==> src/rtl/vid_reg_pkg.sv <==
package vid_reg_pkg;

  localparam int NUM_REGS = 8;

  typedef enum logic [2:0] {
    REG_CTRL_A   = 3'd0,
    REG_CTRL_B   = 3'd1,
    REG_STATUS   = 3'd2,
    REG_OAM_ADDR = 3'd3,
    REG_OAM_DATA = 3'd4,
    REG_SCROLL   = 3'd5,
    REG_VADDR    = 3'd6,
    REG_VDATA    = 3'd7
  } regSel_e;

  // Strobes from decode/control to the datapath
  typedef struct packed {
    logic wrCtrlA;
    logic wrCtrlB;
    logic rdStatus;
    logic wrOamAddr;
    logic wrOamData;
    logic rdOamData;
    logic wrScroll;
    logic wrVaddr;
    logic wrVdata;
    logic rdVdata;
    logic secondWr;
  } regStrobe_t;

endpackage

==> src/rtl/vid_reg_ctrl.sv <==
module vid_reg_ctrl
  import vid_reg_pkg::*;
#(
  parameter int ADDR_W    = 16,
  parameter int WIN_LOG2  = 13,
  parameter logic [ADDR_W-1:0] WIN_BASE = 16'h2000
) (
  input  logic              clk,
  input  logic              rstN,
  input  logic [ADDR_W-1:0] cpuAddr,
  input  logic              cpuRd,
  input  logic              cpuWr,
  output regStrobe_t        stb,
  output logic              inWindow,
  output logic              toggle
);

  localparam int SEL_W = $clog2(NUM_REGS);

  logic [NUM_REGS-1:0] selVec;
  logic                rdEn;
  logic                unusedAddrBits;

  assign inWindow       = (cpuAddr[ADDR_W-1:WIN_LOG2] == WIN_BASE[ADDR_W-1:WIN_LOG2]);
  assign unusedAddrBits = ^cpuAddr[WIN_LOG2-1:SEL_W];
  // write wins if both strobes appear
  assign rdEn           = cpuRd && !cpuWr;

  genvar g;
  generate
    for (g = 0; g < NUM_REGS; g++) begin : gDecode
      assign selVec[g] = inWindow && (cpuAddr[SEL_W-1:0] == SEL_W'(g));
    end
  endgenerate

  always_comb begin
    stb           = '0;
    stb.wrCtrlA   = cpuWr && selVec[REG_CTRL_A];
    stb.wrCtrlB   = cpuWr && selVec[REG_CTRL_B];
    stb.rdStatus  = rdEn  && selVec[REG_STATUS];
    stb.wrOamAddr = cpuWr && selVec[REG_OAM_ADDR];
    stb.wrOamData = cpuWr && selVec[REG_OAM_DATA];
    stb.rdOamData = rdEn  && selVec[REG_OAM_DATA];
    stb.wrScroll  = cpuWr && selVec[REG_SCROLL];
    stb.wrVaddr   = cpuWr && selVec[REG_VADDR];
    stb.wrVdata   = cpuWr && selVec[REG_VDATA];
    stb.rdVdata   = rdEn  && selVec[REG_VDATA];
    stb.secondWr  = toggle;
  end

  // Shared first/second-write toggle
  always_ff @(posedge clk) begin
    if (!rstN)                         toggle <= 1'b0;
    else if (stb.wrScroll || stb.wrVaddr) toggle <= ~toggle;
    else if (stb.rdStatus)             toggle <= 1'b0;
  end

endmodule

==> src/rtl/vid_reg_dp.sv <==
module vid_reg_dp
  import vid_reg_pkg::*;
#(
  parameter int DATA_W    = 8,
  parameter int OAM_AW    = 8,
  parameter int VADDR_W   = 14,
  parameter int WIDE_STEP = 32
) (
  input  logic               clk,
  input  logic               rstN,
  input  regStrobe_t         stb,
  input  logic               inWindow,
  input  logic               cpuRd,
  input  logic [2:0]         regSel,
  input  logic [DATA_W-1:0]  cpuWdata,
  output logic [DATA_W-1:0]  cpuRdata,
  input  logic               vblankStart,
  input  logic               vblankEnd,
  input  logic               spr0HitEvt,
  input  logic               sprOvfEvt,
  output logic               irqN,
  output logic [DATA_W-1:0]  ctrlA,
  output logic [DATA_W-1:0]  ctrlB,
  output logic [OAM_AW-1:0]  oamAddr,
  input  logic [DATA_W-1:0]  oamRdata,
  output logic [DATA_W-1:0]  scrollX,
  output logic [DATA_W-1:0]  scrollY,
  output logic [VADDR_W-1:0] vaddr,
  input  logic [DATA_W-1:0]  vramRdata,
  output logic               vbFlag,
  output logic               hitFlag,
  output logic               ovfFlag
);

  localparam int HI_W = VADDR_W - DATA_W;
  localparam logic [VADDR_W-1:0] STEP_ONE  = VADDR_W'(1);
  localparam logic [VADDR_W-1:0] STEP_WIDE = VADDR_W'(WIDE_STEP);

  logic showBg, showSpr, irqEn, wideStep;
  logic [VADDR_W-1:0] vStep;

  assign irqEn    = ctrlA[7];
  assign wideStep = ctrlA[2];
  assign showSpr  = ctrlB[4];
  assign showBg   = ctrlB[3];
  assign vStep    = wideStep ? STEP_WIDE : STEP_ONE;

  // Control registers
  always_ff @(posedge clk) begin
    if (!rstN) begin
      ctrlA <= '0;
      ctrlB <= '0;
    end else begin
      if (stb.wrCtrlA) ctrlA <= cpuWdata;
      if (stb.wrCtrlB) ctrlB <= cpuWdata;
    end
  end

  // Status flags
  always_ff @(posedge clk) begin
    if (!rstN) begin
      vbFlag  <= 1'b0;
      hitFlag <= 1'b0;
      ovfFlag <= 1'b0;
    end else begin
      if (vblankStart)                      vbFlag <= 1'b1;
      else if (vblankEnd || stb.rdStatus)   vbFlag <= 1'b0;

      if (vblankEnd)                        hitFlag <= 1'b0;
      else if (spr0HitEvt && showBg && showSpr) hitFlag <= 1'b1;

      if (vblankEnd)                        ovfFlag <= 1'b0;
      else if (sprOvfEvt && (showBg || showSpr)) ovfFlag <= 1'b1;
    end
  end

  assign irqN = ~(vbFlag && irqEn);

  // Sprite memory address
  always_ff @(posedge clk) begin
    if (!rstN)              oamAddr <= '0;
    else if (stb.wrOamAddr) oamAddr <= cpuWdata[OAM_AW-1:0];
    else if (stb.wrOamData) oamAddr <= oamAddr + OAM_AW'(1);
  end

  // Scroll pair
  always_ff @(posedge clk) begin
    if (!rstN) begin
      scrollX <= '0;
      scrollY <= '0;
    end else if (stb.wrScroll) begin
      if (stb.secondWr) scrollY <= cpuWdata;
      else              scrollX <= cpuWdata;
    end
  end

  // Video memory address
  always_ff @(posedge clk) begin
    if (!rstN) begin
      vaddr <= '0;
    end else if (stb.wrVaddr) begin
      if (stb.secondWr) vaddr[DATA_W-1:0]       <= cpuWdata;
      else              vaddr[VADDR_W-1:DATA_W] <= cpuWdata[HI_W-1:0];
    end else if (stb.wrVdata || stb.rdVdata) begin
      vaddr <= vaddr + vStep;
    end
  end

  // Read mux
  always_comb begin
    cpuRdata = '0;
    if (cpuRd && inWindow) begin
      unique case (regSel)
        REG_STATUS:   cpuRdata = {vbFlag, hitFlag, ovfFlag, {(DATA_W-3){1'b0}}};
        REG_OAM_DATA: cpuRdata = oamRdata;
        REG_VDATA:    cpuRdata = vramRdata;
        default:      cpuRdata = '0;
      endcase
    end
  end

endmodule

==> src/rtl/vid_reg_top.sv <==
module vid_reg_top
  import vid_reg_pkg::*;
#(
  parameter int ADDR_W    = 16,
  parameter int DATA_W    = 8,
  parameter int OAM_AW    = 8,
  parameter int VADDR_W   = 14,
  parameter int WIDE_STEP = 32
) (
  input  logic               clk,
  input  logic               rstN,
  input  logic [ADDR_W-1:0]  cpuAddr,
  input  logic               cpuRd,
  input  logic               cpuWr,
  input  logic [DATA_W-1:0]  cpuWdata,
  output logic [DATA_W-1:0]  cpuRdata,
  input  logic               vblankStart,
  input  logic               vblankEnd,
  input  logic               spr0HitEvt,
  input  logic               sprOvfEvt,
  output logic               irqN,
  output logic [1:0]         ntSel,
  output logic               stepWide,
  output logic               sprPatHigh,
  output logic               bgPatHigh,
  output logic               sprTall,
  output logic [2:0]         emphasis,
  output logic               sprShow,
  output logic               bgShow,
  output logic               sprClipOff,
  output logic               bgClipOff,
  output logic               mono,
  output logic [OAM_AW-1:0]  oamAddr,
  output logic               oamWe,
  output logic [DATA_W-1:0]  oamWdata,
  input  logic [DATA_W-1:0]  oamRdata,
  output logic [DATA_W-1:0]  scrollX,
  output logic [DATA_W-1:0]  scrollY,
  output logic [VADDR_W-1:0] vaddr,
  output logic               vramWe,
  output logic               vramRe,
  output logic [DATA_W-1:0]  vramWdata,
  input  logic [DATA_W-1:0]  vramRdata
);

  regStrobe_t        stb;
  logic              inWindow, toggle;
  logic              vbFlag, hitFlag, ovfFlag;
  logic [DATA_W-1:0] ctrlA, ctrlB;
  logic              unusedSlaveBit;

  vid_reg_ctrl #(.ADDR_W(ADDR_W)) u_ctrl (
    .clk(clk), .rstN(rstN), .cpuAddr(cpuAddr), .cpuRd(cpuRd), .cpuWr(cpuWr),
    .stb(stb), .inWindow(inWindow), .toggle(toggle)
  );

  vid_reg_dp #(.DATA_W(DATA_W), .OAM_AW(OAM_AW), .VADDR_W(VADDR_W), .WIDE_STEP(WIDE_STEP)) u_dp (
    .clk(clk), .rstN(rstN), .stb(stb), .inWindow(inWindow), .cpuRd(cpuRd),
    .regSel(cpuAddr[2:0]), .cpuWdata(cpuWdata), .cpuRdata(cpuRdata),
    .vblankStart(vblankStart), .vblankEnd(vblankEnd),
    .spr0HitEvt(spr0HitEvt), .sprOvfEvt(sprOvfEvt), .irqN(irqN),
    .ctrlA(ctrlA), .ctrlB(ctrlB), .oamAddr(oamAddr), .oamRdata(oamRdata),
    .scrollX(scrollX), .scrollY(scrollY), .vaddr(vaddr), .vramRdata(vramRdata),
    .vbFlag(vbFlag), .hitFlag(hitFlag), .ovfFlag(ovfFlag)
  );

  assign unusedSlaveBit = ctrlA[6];
  assign ntSel      = ctrlA[1:0];
  assign stepWide   = ctrlA[2];
  assign sprPatHigh = ctrlA[3];
  assign bgPatHigh  = ctrlA[4];
  assign sprTall    = ctrlA[5];
  assign emphasis   = ctrlB[7:5];
  assign sprShow    = ctrlB[4];
  assign bgShow     = ctrlB[3];
  assign sprClipOff = ctrlB[2];
  assign bgClipOff  = ctrlB[1];
  assign mono       = ctrlB[0];
  assign oamWe      = stb.wrOamData;
  assign oamWdata   = cpuWdata;
  assign vramWe     = stb.wrVdata;
  assign vramRe     = stb.rdVdata;
  assign vramWdata  = cpuWdata;

endmodule

==> config.mk <==
export PLATFORM = sky130hd
export DESIGN_NAME = vid_reg_top
export DESIGN_NICKNAME = d
export VERILOG_FILES = /design/src/rtl/vid_reg_pkg.sv /design/src/rtl/vid_reg_ctrl.sv /design/src/rtl/vid_reg_dp.sv /design/src/rtl/vid_reg_top.sv
export SDC_FILE = /design/constraint.sdc
export NUM_CORES = 1
export LEC_CHECK = 0
export ABC_CLOCK_PERIOD_IN_PS = 5700
export CAP_MARGIN = 25
export CORE_MARGIN = 2
export CORE_UTILIZATION = 40
export CTS_CLUSTER_SIZE = 28
export DETAILED_ROUTE_END_ITERATION = 8
export PLACE_DENSITY = 0.76
export SLEW_MARGIN = 20
export SYNTH_ARGS = -nofsm -noshare
export SYNTH_HDL_FRONTEND = slang
export SYNTH_HIERARCHICAL = 1
export SYNTH_SLANG_ARGS = --single-unit
==> constraint.sdc <==
create_clock -name clk -period 5.7 [get_ports clk]
set_input_delay 1.14 -clock clk [delete_from_list [all_inputs] [get_ports clk]]
set_output_delay 1.14 -clock clk [all_outputs]
set_load 0.02 [all_outputs]
* Word-level counts from Yosys, hierarchy flattened
Cells that the tools add are included.
** Cells by class
- $add $sub $neg :: 2
- Equality and inequality tests :: 10
- Multiplexer cells :: 13
- Bitwise logic cells :: 3
- Reduce and logical (&&, ||, !) cells :: 38
** Operators by type and width (number)
- $mux 8 :: 4
- $mux 14 :: 2
- $pmux 8 s3 :: 1
- $logic_and 1x1->1 :: 23
- $add 14x14->14 :: 1
- $eq 3x3->1 const B :: 4
- $mux 6 :: 2
- $add 8x1->8 const B :: 1
- $reduce_and 2->1 :: 4
- $reduce_bool 2->1 :: 4
- $eq 3x1->1 const B :: 2
- $eq 3x2->1 const B :: 2
- $logic_or 1x1->1 :: 4
- $mux 1 :: 4
- $ne 2x2->1 const B :: 2
- $logic_not 3->1 :: 1
- $not 1->1 :: 3
- $reduce_or 2->1 :: 1
- $logic_not 1->1 :: 1
** Storage, ports and cells
- Register bits after elaboration :: 58
- Output and inout port bits :: 80
- Logic and storage cells :: 77

* Depth between registers and ports, before layout
- Word-level depth :: 6
- Depth in mapped cells :: 8
- Mapped depth without buffers :: 7

* By module
Netlist, hierarchy kept.
** By module, submodules not included
- vid_reg_dp :: instances 1, cells each 316, area an instance 2707.6 µm²
- vid_reg_ctrl :: instances 1, cells each 28, area an instance 191.4 µm²
- vid_reg_top :: instances 1, cells each 16, area an instance 120.1 µm²

* Worst setup path after synthesis
No wires, ideal clock.
- Path kind :: input to output
- Start point :: input cpuAddr[14]
- End point :: output oamWe
- Arrival time :: 2.440 ns
- Setup slack :: 2.120 ns
- Stages :: 3
- Cell sequence :: nor3b_4 nand3_1 nor3_1
** On the way
- Cells in the longest elaborated chain, start to end :: 3
** RTL lines
- from (decl) :: line vid_reg_top.sv:12 : input logic [ADDR_W-1:0] cpuAddr,
- $eq 3x1->1 :: line vid_reg_ctrl.sv:24 : assign inWindow = (cpuAddr[ADDR_W-1:WIN_LOG2] == WIN_BASE[ADDR_W-1:WIN_LOG2]);
- $logic_and 1x1->1 :: line vid_reg_ctrl.sv:32 : assign selVec[g] = inWindow && (cpuAddr[SEL_W-1:0] == SEL_W'(g));
- $logic_and 1x1->1 :: line vid_reg_ctrl.sv:42 : stb.wrOamData = cpuWr && selVec[REG_OAM_DATA];
- to (decl) :: line vid_reg_top.sv:34 : output logic oamWe,
Every way passes these cells.

* Final worst setup path
- Start point :: input cpuAddr[0]
- End point :: output cpuRdata[0]
** On the way
- Cells in the longest elaborated chain, start to end :: 3
- Elaborated cells between the ends (all ways) :: 5
** RTL lines
- $eq 3x3->1 or $eq 3x2->1 (tied branches) :: line vid_reg_dp.sv:113 : unique case (regSel)
- $pmux 8 s3 (*) :: line vid_reg_dp.sv:113
- $mux 8 (*) :: line vid_reg_dp.sv:112 : if (cpuRd && inWindow) begin
- to (decl) :: line vid_reg_top.sv:16 : output logic [DATA_W-1:0] cpuRdata,
Every way passes the cells marked *; elsewhere a longest branch is shown, timed or not.

==> summary.md <==
| Metric | Value |
|---|---|
| Total power | `879.7 uW` |
| Vias in the first global route | `2771` |
| Starting density of the core | `41.09%` |
| Fin worst setup slack | `1.081 ns` |
| TNS Setup | `0 ns` |
| CTS buffer count | `9` |
| Most common cell after layout, fill and taps aside | `clkdlybuf4s50_1` |
| Max Fclk | `0.2165 GHz` |
| Post-CTS Repair Setup Buffers | `0` |
| Die area | `0.008158 mm^2` |
| Antenna cells | `0` |
| First-iteration detailed-routing DRC count | `209` |
| Setup WS pre-CTS | `1.094 ns` |
| Setup crit end kind | `output port` |
| Met3 Usage GRT | `5.927%` |
| Final RePlAce weighted congestion | `0.8313` |
| Least-Margin Pin Slew | `0.9484 ns` |
| IO Port Bufs | `117` |
| RSZ-0062 raised after global routing | `false` |
| Insertion delay to the later sink of the worst-skew pair | `0.33 ns` |
| Tightest Hold Check Type | `flip-flop to flip-flop` |
| CP Class | `input pin to output port` |
| Root Buffer | `clkbuf_8` |
| Fillers | `664` |
| Area grow syn2layout | `44.54%` |
| Drt wl/cell | `15.81 um` |
| Fin nets | `505` |
| Rows | `31` |
| Maximum VDD drop | `0.0001060 V` |
| Share of cells above drive strength 1 | `6.769%` |
| Clock transition at path regs | `0.07 ns` |
| Final Max Tran Viols | `0` |
| Pre-antenna DRT Iters | `5` |
| CP arrival | `3.48 ns` |
| M1 GR Usage | `27.08%` |
| Outcome | `finished clean` |
| Final wirelength | `8805 um` |
| CTS resizes | `0` |
| Via-per-instance ratio | `5.316` |
| GRT overflow | `0` |
| Max-slew headroom | `36.54%` |
| Switch Pwr | `217.8 uW` |
| Met2 Resource Use GR | `35.21%` |
| Initial antenna violation count | `0` |
| Post-synthesis cell count | `356` |
| Final setup fails | `0` |
| Hold Buf Count CTS | `0` |
| Top-level I/O count | `128` |
| Minimum clock period | `4.619 ns` |
| Cell-internal power | `661.9 uW` |
| Crit Path Max Fanout | `10` |
| Synth Cell Area | `0.002980 mm^2` |
| H-tree depth | `3` |
| Max-Cap Viols | `0` |
| P per Cell Area | `204.2 mW/mm^2` |
| Die Span Y | `90.32 um` |
| Most frequent cells in the layout | `clkdlybuf4s50_1 (117), nor2_1 (61), dfxtp_1 (57)` |
| Largest net degree at the start of global routing | `33` |
| First-pass GRT wire length | `13980 um` |
| Period utilization | `81.03%` |
| Via count | `2961` |
| Clock Power Share | `43.3%` |
| Sequential Power Share | `45.9%` |
| Leak pwr | `1.522 nW` |
| Synth Area per Inst | `8.372 um^2` |
| Gate power share | `10.8%` |
| Die width | `90.32 um` |
| Grt peak-use layer | `met2` |
| CP Launch Type | `input pin` |
| Clk_skew | `0.005348 ns` |
| Switching fraction of total power | `24.76%` |
| GRT Util Overall | `21.42%` |
| Syn nets | `408` |
| DPL Wire Length | `6350 um` |
| DRT antenna net count | `0` |
| Core area | `0.007253 mm^2` |
| Drt drc | `0` |
| Clock tree buffer depth | `2` |
| Hold violation count in the final report | `0` |
| CP Data Required Time | `4.56 ns` |
| Clock Sinks | `57` |
| Final core utilization | `59.39%` |
| Number of synthesis warnings | `6` |
| CTS tree | `done` |
==> per-layer routing <==
layer  share of wire [%]  wire [um]
met1                  44       3836
met5                   0          0
met3                 6.6        584
met2                  48       4268
met4                 1.3        115
==> stage by stage <==
stage | area, um^2 | instances | hold slack [ns]
6_report | 4308 | 557 | 0.4520
5_1_grt | 4308 | 557 | 0.4712
4_1_cts | 4308 | 557 | 0.4501
3_5_place_dp | 4103 | 541 | 0.4400
3_3_place_gp | 4103 | 541 | 0.4420
2_1_floorplan | 2980 | 356 | 0.4239
==> power groups by stage <==
stage	Clock [mW]	Combinational (mW)	Sequential, mW
after detailed placement	0	0.0944	0.413
after floorplan	0	0.0438	0.414
after CTS	0.389	0.0950	0.403
after global placement	0	0.0936	0.412
final	0.381	0.0950	0.403
after global routing	0.405	0.101	0.404
==> worst paths after layout <==
path                            slack, ns                        from  cells after the start                         end
worst max-delay path                 1.08                  cpuAddr[0]                      6                 cpuRdata[0]
worst min register to register       0.45   u_dp/ovfFlag$_SDFFE_PP0P_                      2   u_dp/ovfFlag$_SDFFE_PP0P_
worst min-delay path                 0.45   u_dp/ovfFlag$_SDFFE_PP0P_                      2   u_dp/ovfFlag$_SDFFE_PP0P_
worst max register to register       3.79  u_dp/ctrlA[2]$_SDFFE_PN0P_                      7  u_dp/vaddr[8]$_SDFFE_PN0P_
==> flip-flops by register name, indices dropped and copies added, names as in the netlist <==
name,count
u_dp/oamAddr,8
u_dp/scrollX,8
u_dp/ctrlB,8
u_dp/vbFlag,1
u_dp/vaddr,14
u_dp/ovfFlag,1
u_dp/scrollY,8
u_dp/ctrlA,7
u_dp/hitFlag,1
u_ctrl/toggle,1
==> final cells by class <==
cell class / count / area, um^2 / area share (%)
Clock buffer: 10 / 137.6 / 3.195
Timing Repair Buffer: 121 / 1201 / 27.88
Inverter: 4 / 15.01 / 0.3485
Multi-Input combinational cell: 260 / 1622 / 37.64
Tap cell: 99 / 123.9 / 2.875
Clock inverter: 6 / 67.56 / 1.568
Sequential cell: 57 / 1141 / 26.49
==> worst max-delay path, stage by stage <==
cell	delay [ns]
clkdlybuf4s50_1	0.57
nor2_1	0.54
o21a_1	0.24
o2111ai_1	0.21
nor2_1	0.17
clkdlybuf4s50_1	0.61
No activity file was read; power rests on OpenSTA's default activity.
